`src/rtl/mdio_rate_pkg.sv`:
```
package mdio_rate_pkg;

    localparam int DATA_W  = 16;
    localparam int ADDR_W  = 5;
    localparam int HDR_W   = 2 + 2 * ADDR_W;

    localparam logic [1:0] OPC_WRITE = 2'b01;
    localparam logic [1:0] OPC_READ  = 2'b10;

    typedef enum logic [2:0] {
        RX_PREAMBLE,
        RX_START,
        RX_HEADER,
        RX_TURN,
        RX_DATA
    } rx_state_e;

    typedef enum logic [1:0] {
        RATE_10M   = 2'b00,
        RATE_100M  = 2'b01,
        RATE_1G    = 2'b10,
        RATE_RSVD  = 2'b11
    } rate_e;

    typedef struct packed {
        logic [1:0]        opc;
        logic [ADDR_W-1:0] phy;
        logic [ADDR_W-1:0] regad;
    } frame_hdr_t;

    typedef struct packed {
        logic              stb;
        logic [ADDR_W-1:0] addr;
        logic [DATA_W-1:0] data;
    } reg_wr_t;

    function automatic rate_e rate_from_ctrl(input logic [DATA_W-1:0] c);
        return rate_e'({c[6], c[13]});
    endfunction

endpackage

```
`src/rtl/mdio_sync.sv`:
```
module mdio_sync #(
    parameter int WIDTH  = 2,
    parameter int STAGES = 2
) (
    input  logic             clk,
    input  logic             rst,
    input  logic [WIDTH-1:0] din,
    input  logic [WIDTH-1:0] rst_val,
    output logic [WIDTH-1:0] dout
);
    logic [WIDTH-1:0] chain [STAGES];

    generate
        for (genvar s = 0; s < STAGES; s++) begin : g_stage
            if (s == 0) begin : g_first
                always_ff @(posedge clk) begin
                    if (rst) chain[s] <= rst_val;
                    else     chain[s] <= din;
                end
            end else begin : g_next
                always_ff @(posedge clk) begin
                    if (rst) chain[s] <= rst_val;
                    else     chain[s] <= chain[s-1];
                end
            end
        end
    endgenerate

    assign dout = chain[STAGES-1];
endmodule

```
`src/rtl/mdio_frame_rx.sv`:
```
module mdio_frame_rx
    import mdio_rate_pkg::*;
#(
    parameter logic [ADDR_W-1:0] PHY_ADDR = 5'h02,
    parameter int                PRE_MIN  = 32
) (
    input  logic              clk,
    input  logic              rst,
    input  logic              mdc_s,
    input  logic              mdio_s,
    input  logic [DATA_W-1:0] rdata,
    output frame_hdr_t        hdr,
    output logic              frame_match,
    output reg_wr_t           wr_req,
    output logic              drv_en,
    output logic              drv_val
);
    localparam int PCW = $clog2(PRE_MIN + 1);
    localparam int BCW = $clog2(DATA_W);

    rx_state_e         state;
    logic              mdc_d;
    logic              rise;
    logic [PCW-1:0]    pre_cnt;
    logic [BCW-1:0]    bit_cnt;
    logic              is_read;
    logic [DATA_W-1:0] tx_sh;
    logic [DATA_W-1:0] rx_sh;
    frame_hdr_t        hdr_next;

    assign rise     = mdc_s & ~mdc_d;
    assign hdr_next = frame_hdr_t'({hdr[HDR_W-2:0], mdio_s});

    always_ff @(posedge clk) begin
        if (rst) begin
            state       <= RX_PREAMBLE;
            mdc_d       <= 1'b0;
            pre_cnt     <= '0;
            bit_cnt     <= '0;
            hdr         <= '0;
            frame_match <= 1'b0;
            is_read     <= 1'b0;
            tx_sh       <= '0;
            rx_sh       <= '0;
            wr_req      <= '0;
            drv_en      <= 1'b0;
            drv_val     <= 1'b1;
        end else begin
            mdc_d      <= mdc_s;
            wr_req.stb <= 1'b0;
            if (rise) begin
                unique case (state)
                    RX_PREAMBLE: begin
                        if (mdio_s) begin
                            if (pre_cnt < PCW'(PRE_MIN)) pre_cnt <= pre_cnt + 1'b1;
                        end else if (pre_cnt >= PCW'(PRE_MIN)) begin
                            state <= RX_START;
                        end else begin
                            pre_cnt <= '0;
                        end
                    end
                    RX_START: begin
                        pre_cnt <= '0;
                        bit_cnt <= '0;
                        state   <= mdio_s ? RX_HEADER : RX_PREAMBLE;
                    end
                    RX_HEADER: begin
                        hdr     <= hdr_next;
                        bit_cnt <= bit_cnt + 1'b1;
                        if (bit_cnt == BCW'(HDR_W - 1)) begin
                            bit_cnt     <= '0;
                            frame_match <= (hdr_next.phy == PHY_ADDR);
                            is_read     <= (hdr_next.opc == OPC_READ);
                            if (hdr_next.opc == OPC_READ || hdr_next.opc == OPC_WRITE)
                                state <= RX_TURN;
                            else
                                state <= RX_PREAMBLE;
                        end
                    end
                    RX_TURN: begin
                        if (bit_cnt == '0) begin
                            bit_cnt <= 1'b1;
                            if (is_read && frame_match) begin
                                drv_en  <= 1'b1;
                                drv_val <= 1'b0;
                                tx_sh   <= rdata;
                            end
                        end else begin
                            bit_cnt <= '0;
                            state   <= RX_DATA;
                            if (drv_en) begin
                                drv_val <= tx_sh[DATA_W-1];
                                tx_sh   <= {tx_sh[DATA_W-2:0], 1'b0};
                            end
                        end
                    end
                    RX_DATA: begin
                        rx_sh   <= {rx_sh[DATA_W-2:0], mdio_s};
                        bit_cnt <= bit_cnt + 1'b1;
                        if (bit_cnt == BCW'(DATA_W - 1)) begin
                            drv_en  <= 1'b0;
                            drv_val <= 1'b1;
                            state   <= RX_PREAMBLE;
                            if (!is_read && frame_match) begin
                                wr_req.stb  <= 1'b1;
                                wr_req.addr <= hdr.regad;
                                wr_req.data <= {rx_sh[DATA_W-2:0], mdio_s};
                            end
                        end else if (drv_en) begin
                            drv_val <= tx_sh[DATA_W-1];
                            tx_sh   <= {tx_sh[DATA_W-2:0], 1'b0};
                        end
                    end
                    default: state <= RX_PREAMBLE;
                endcase
            end
        end
    end
endmodule

```
`src/rtl/mdio_rate_regs.sv`:
```
module mdio_rate_regs
    import mdio_rate_pkg::*;
#(
    parameter logic [ADDR_W-1:0] CTRL_ADDR = 5'h10,
    parameter logic [ADDR_W-1:0] EXT_ADDR  = 5'h11,
    parameter logic [ADDR_W-1:0] EXT_INIT  = 5'h1F,
    parameter int                RST_BIT   = 15
) (
    input  logic              clk,
    input  logic              rst,
    input  reg_wr_t           wr_req,
    input  logic [ADDR_W-1:0] rd_addr,
    output logic [DATA_W-1:0] rdata,
    output rate_e             rate,
    output logic              core_reset,
    output logic [ADDR_W-1:0] ext_addr
);
    logic [DATA_W-1:0] ctrl_q;

    always_ff @(posedge clk) begin
        if (rst) begin
            ctrl_q     <= '0;
            ext_addr   <= EXT_INIT;
            core_reset <= 1'b0;
        end else begin
            core_reset <= 1'b0;
            if (wr_req.stb) begin
                if (wr_req.addr == CTRL_ADDR) begin
                    if (wr_req.data[RST_BIT]) begin
                        ctrl_q     <= '0;
                        core_reset <= 1'b1;
                    end else begin
                        ctrl_q <= wr_req.data;
                    end
                end else if (wr_req.addr == EXT_ADDR) begin
                    ext_addr <= wr_req.data[ADDR_W-1:0];
                end
            end
        end
    end

    always_comb begin
        if (rd_addr == CTRL_ADDR)     rdata = ctrl_q;
        else if (rd_addr == EXT_ADDR) rdata = {{(DATA_W-ADDR_W){1'b0}}, ext_addr};
        else                          rdata = '0;
    end

    assign rate = rate_from_ctrl(ctrl_q);
endmodule

```
`src/rtl/mdio_rate_ctrl.sv`:
```
module mdio_rate_ctrl
    import mdio_rate_pkg::*;
#(
    parameter logic [ADDR_W-1:0] PHY_ADDR    = 5'h02,
    parameter int                PRE_MIN     = 32,
    parameter int                SYNC_STAGES = 2
) (
    input  logic        clk,
    input  logic        rst,
    input  logic        mdc,
    input  logic        mdio_mac_out,
    output logic        mdio_mac_in,
    output logic        mdio_oe,
    output logic [1:0]  line_rate,
    output logic        core_reset,
    output logic [4:0]  ext_phy_addr
);
    logic [1:0]        sync_out;
    logic [DATA_W-1:0] rdata;
    frame_hdr_t        hdr;
    logic              frame_match;
    reg_wr_t           wr_req;
    logic              drv_en;
    logic              drv_val;
    rate_e             rate;

    mdio_sync #(.WIDTH(2), .STAGES(SYNC_STAGES)) u_sync (
        .clk     (clk),
        .rst     (rst),
        .din     ({mdc, mdio_mac_out}),
        .rst_val (2'b01),
        .dout    (sync_out)
    );

    mdio_frame_rx #(.PHY_ADDR(PHY_ADDR), .PRE_MIN(PRE_MIN)) u_rx (
        .clk         (clk),
        .rst         (rst),
        .mdc_s       (sync_out[1]),
        .mdio_s      (sync_out[0]),
        .rdata       (rdata),
        .hdr         (hdr),
        .frame_match (frame_match),
        .wr_req      (wr_req),
        .drv_en      (drv_en),
        .drv_val     (drv_val)
    );

    mdio_rate_regs u_regs (
        .clk        (clk),
        .rst        (rst),
        .wr_req     (wr_req),
        .rd_addr    (hdr.regad),
        .rdata      (rdata),
        .rate       (rate),
        .core_reset (core_reset),
        .ext_addr   (ext_phy_addr)
    );

    assign mdio_oe     = drv_en;
    assign mdio_mac_in = drv_en ? drv_val : 1'b1;
    assign line_rate   = rate;
endmodule

```
`config.mk`:
```
export PLATFORM = sky130hd
export DESIGN_NAME = mdio_rate_ctrl
export DESIGN_NICKNAME = d
export VERILOG_FILES = /design/src/rtl/mdio_rate_pkg.sv /design/src/rtl/mdio_sync.sv /design/src/rtl/mdio_frame_rx.sv /design/src/rtl/mdio_rate_regs.sv /design/src/rtl/mdio_rate_ctrl.sv
export SDC_FILE = /design/constraint.sdc
export NUM_CORES = 1
export LEC_CHECK = 0
export BUFFER_PORTS_ARGS = -buffer_cell sky130_fd_sc_hd__buf_2
export CAP_MARGIN = 10
export CORE_UTILIZATION = 44
export CTS_CLUSTER_DIAMETER = 100
export DETAILED_ROUTE_END_ITERATION = 10
export HOLD_SLACK_MARGIN = 0.15
export PLACE_DENSITY = 0.64
export SLEW_MARGIN = 20
export SYNTH_ARGS = -nofsm -noshare
export SYNTH_HDL_FRONTEND = slang
export SYNTH_SLANG_ARGS = --single-unit
```
`constraint.sdc`:
```
create_clock -name clk -period 4.22 [get_ports clk]
set_clock_uncertainty 0.15 [all_clocks]
set_input_delay 1.055 -clock clk [delete_from_list [all_inputs] [get_ports clk]]
set_output_delay 1.055 -clock clk [all_outputs]
set_load 0.005 [all_outputs]
```
==> impl_metrics.py <==
metrics = {
    "status": {
        "status": "complete, no violations",
    },
    "power": {
        "seqPwrFrac": 0.606,
        "power_mw": 1.67,
        "pwr-share-clk": 0.378,
        "ir_drop_v": 0.000236,
        "internal-power_mw": 1.26,
        "powerDensity_nw_per_um2": 343,
        "swShare": 0.250,
        "switchingPower_mw": 0.419,
        "p_leak_nw": 1.55,
        "combPwrFrac": 0.016,
    },
    "place": {
        "dp_slack_ns": 1.42,
        "hpwl_um": 6230,
        "placed_cells": 606,
        "place_congestion": 0.795,
        "io_buffers": 13,
        "place_area_um2": 4680,
    },
    "sta": {
        "setup_ws_ns": 1.53,
        "setup_viol": 0,
        "worst_pin_slew_ns": 1.02,
        "slew_headroom": 0.317,
        "hold_viol_final": 0,
        "fin_setup_tns_ns": 0,
        "fmax_ghz": 0.372,
        "fin_crit_sh": 0.638,
        "rsz0062_at_grt": "false",
        "final_max_slew_viol_count": 0,
        "period_minus_slack_ns": 2.69,
    },
    "worst_setup_path": {
        "required_ns": 4.38,
        "cp_cell_sequence": "nor4b_1 > nand3b_1 > or3b_2 > a21oi_1",
        "critPathSlowestCell": "nand3b_1",
        "critical_path.max_fanout": 31,
        "cp-end-kind": "flip-flop",
        "r2r_start": "u_rx.wr_req[17]",
        "path_class": "reg -> reg",
        "critical-path-max-stage-delay_ns": 0.78,
        "arrival_ns": 2.85,
        "rr_worst_depth": 4,
        "startpoint": "u_rx.wr_req[17]",
        "start_kind": "flip-flop",
    },
    "global_routing": {
        "gr-total-overflow": 0,
        "grt_pass1_wl_um": 16100,
        "grt_max_degree": 73,
        "grt_use_total": 0.181,
        "grt_pass1_vias": 3297,
        "antenna_found_initial": 0,
    },
    "synth": {
        "avgSynthCellArea_um2": 9.32,
        "synthFlopType": "dfxtp_1",
        "synth_enable_flop_cells": 0,
        "synth_cells": 492,
        "syn-num-nets": 501,
        "synth_seq_cells": 107,
        "async_flop_share": 0,
        "synth_cell_type_count": 64,
        "yosysSeqAreaShare": 0.467,
        "yosys_warnings": 0,
        "netlist_area_um2": 4580,
    },
    "clock_network": {
        "cts_sinks": 107,
        "post_cts_buffers": 0,
        "post_cts_resize_count": 0,
        "htreeDepth": 3,
        "cts_root_buf": "clkbuf_8",
        "cts_tree": "done",
        "cts_made_buffers": 9,
        "holdBufCountCts": 0,
        "clock_tree.buffer_depth": 2,
        "clk_pin_slew_ns": 0.11,
        "insertion_delay_ns": 0.39,
    },
    "floorplan": {
        "core_um2": 9950,
        "die_area_um2": 10800,
        "die_w_um": 104,
        "die_h_um": 104,
        "initial_utilization": 0.461,
        "num_rows": 36,
        "ioPinCount": 14,
    },
    "drt": {
        "finalWirelength_um": 9400,
        "vias": 3424,
        "vias_per_cell": 5.50,
        "wl_per_cell_um": 15.1,
        "initialDrtViolationCount": 164,
        "remaining_drc_errors": 0,
        "drtPass1Iterations": 4,
        "drtAntennaViolNets": 0,
    },
    "final_layout": {
        "stdcell_area_um2": 4880,
        "area_delta_synth_final_pct": 6.52,
        "multi_input_area_um2": 2250,
        "fillers": 957,
        "final_cells": 622,
        "layout_commonest_cell": "dfxtp_1",
        "fin_nets": 493,
        "drive_above_1_share": 0.133,
        "diodes": 0,
        "ff_latch_area_um2": 2140,
        "final_cell_mix": "dfxtp_1, nand2_1, mux2i_1, nor2_1, a21oi_1",
    },
    "worst_hold_path": {
        "hold_class": "reg -> reg",
        "hold_depth": 1,
        "hold_start": "u_sync.chain[0][0]",
    },
    "flow_run": {
        "max_cap_violations": 0,
    },
}
metal layers:
metal | part of all wire | global-route usage | up-vias
met5 | 0 | 0 | -
met4 | 0.012 | 0.0561 | 0
met3 | 0.034 | 0.0407 | 9
met2 | 0.43 | 0.272 | 54
met1 | 0.53 | 0.257 | 1630
li1 | - | - | 1731
critical path, delay by kind of cell (launching register included):
family	cells	cell delay, ns
AND/OR/NAND/NOR	3	1.97
flip-flops	1	0.34
AO/OA/AOI/OAI	1	0.15
cell families (layout without fill, tap and decap cells):
group,Yosys count,after routing,share of synthesized area
AO/OA/AOI/OAI,97,97,0.148
XOR/XNOR,4,4,0.00764
adder cells (fa/ha/maj),5,5,0.0136
buffers and inverters,46,43,0.0448
flip-flops,107,107,0.467
multiplexers,46,46,0.101
AND/OR/NAND/NOR,187,187,0.218
synth_stat cells, types with 4 or more instances:
library cell	n	area share
nand2_1	64	0.052
a211oi_1	5	0.0082
a21oi_1	36	0.039
clkbuf_1	21	0.017
dfxtp_1	107	0.47
a32oi_1	7	0.013
a221oi_1	4	0.0076
nor2_1	43	0.035
o2bb2ai_1	8	0.015
o21ai_0	4	0.0044
nand3_1	11	0.012
o211ai_1	4	0.0066
mux2i_1	45	0.098
nand2b_1	7	0.0096
nor2b_1	6	0.0082
or3b_2	15	0.029
a31oi_1	4	0.0055
o31ai_1	4	0.0066
ha_1	5	0.014
nand4_1	9	0.012
buf_2	7	0.0076
inv_1	12	0.0098
final cells by class:
class | instances | area share
flip-flops and latches | 107 | 0.439
multi-input cells | 339 | 0.460
clock buffers | 9 | 0.0254
repair buffers | 15 | 0.0164
inverters | 12 | 0.00922
well taps | 133 | 0.0341
clock inverters | 7 | 0.0159
through the flow:
step / utilization / hold slack, ns
after floorplan: - / 0.239
after global placement: 0.470 / 0.248
after detailed placement: 0.470 / 0.253
after CTS: 0.490 / 0.283
after global routing: 0.491 / 0.319
final: 0.491 / 0.281
power groups by stage:
| stage | Sequential, mW | Combinational (mW) | Clock [mW] |
|---|---|---|---|
| 4_1_cts | 1.01 | 0.0278 | 0.646 |
| 3_3_place_gp | 1.04 | 0.0270 | 0 |
| 5_1_grt | 1.02 | 0.0307 | 0.685 |
| 2_1_floorplan | 1.04 | 0.0216 | 0 |
| 6_report | 1.01 | 0.0276 | 0.632 |
| 3_5_place_dp | 1.04 | 0.0276 | 0 |
worst paths after layout:
| kind | end | slack (ns) |
|---|---|---|
| setup / recovery | u_regs.ctrl_q[14] | 1.53 |
| hold / removal | u_sync.chain[1][0] | 0.28 |
| setup reg to reg | u_regs.ctrl_q[14] | 1.53 |
| hold reg to reg | u_sync.chain[1][0] | 0.28 |
state kept, by name, indices dropped and copies added, names as in the netlist:
signal	cells
u_rx.bit_cnt	4
u_rx.drv_en	1
u_rx.rx_sh	15
u_regs.ctrl_q	15
u_rx.tx_sh	16
u_rx.wr_req	22
u_rx.frame_match	1
u_rx.pre_cnt	6
u_rx.mdc_d	1
u_rx.is_read	1
u_rx.state	3
u_regs.ext_addr	5
u_regs.core_reset	1
u_sync.chain	4
u_rx.hdr	11
u_rx.drv_val	1
Note: power is estimated with default switching activity, not from simulation.
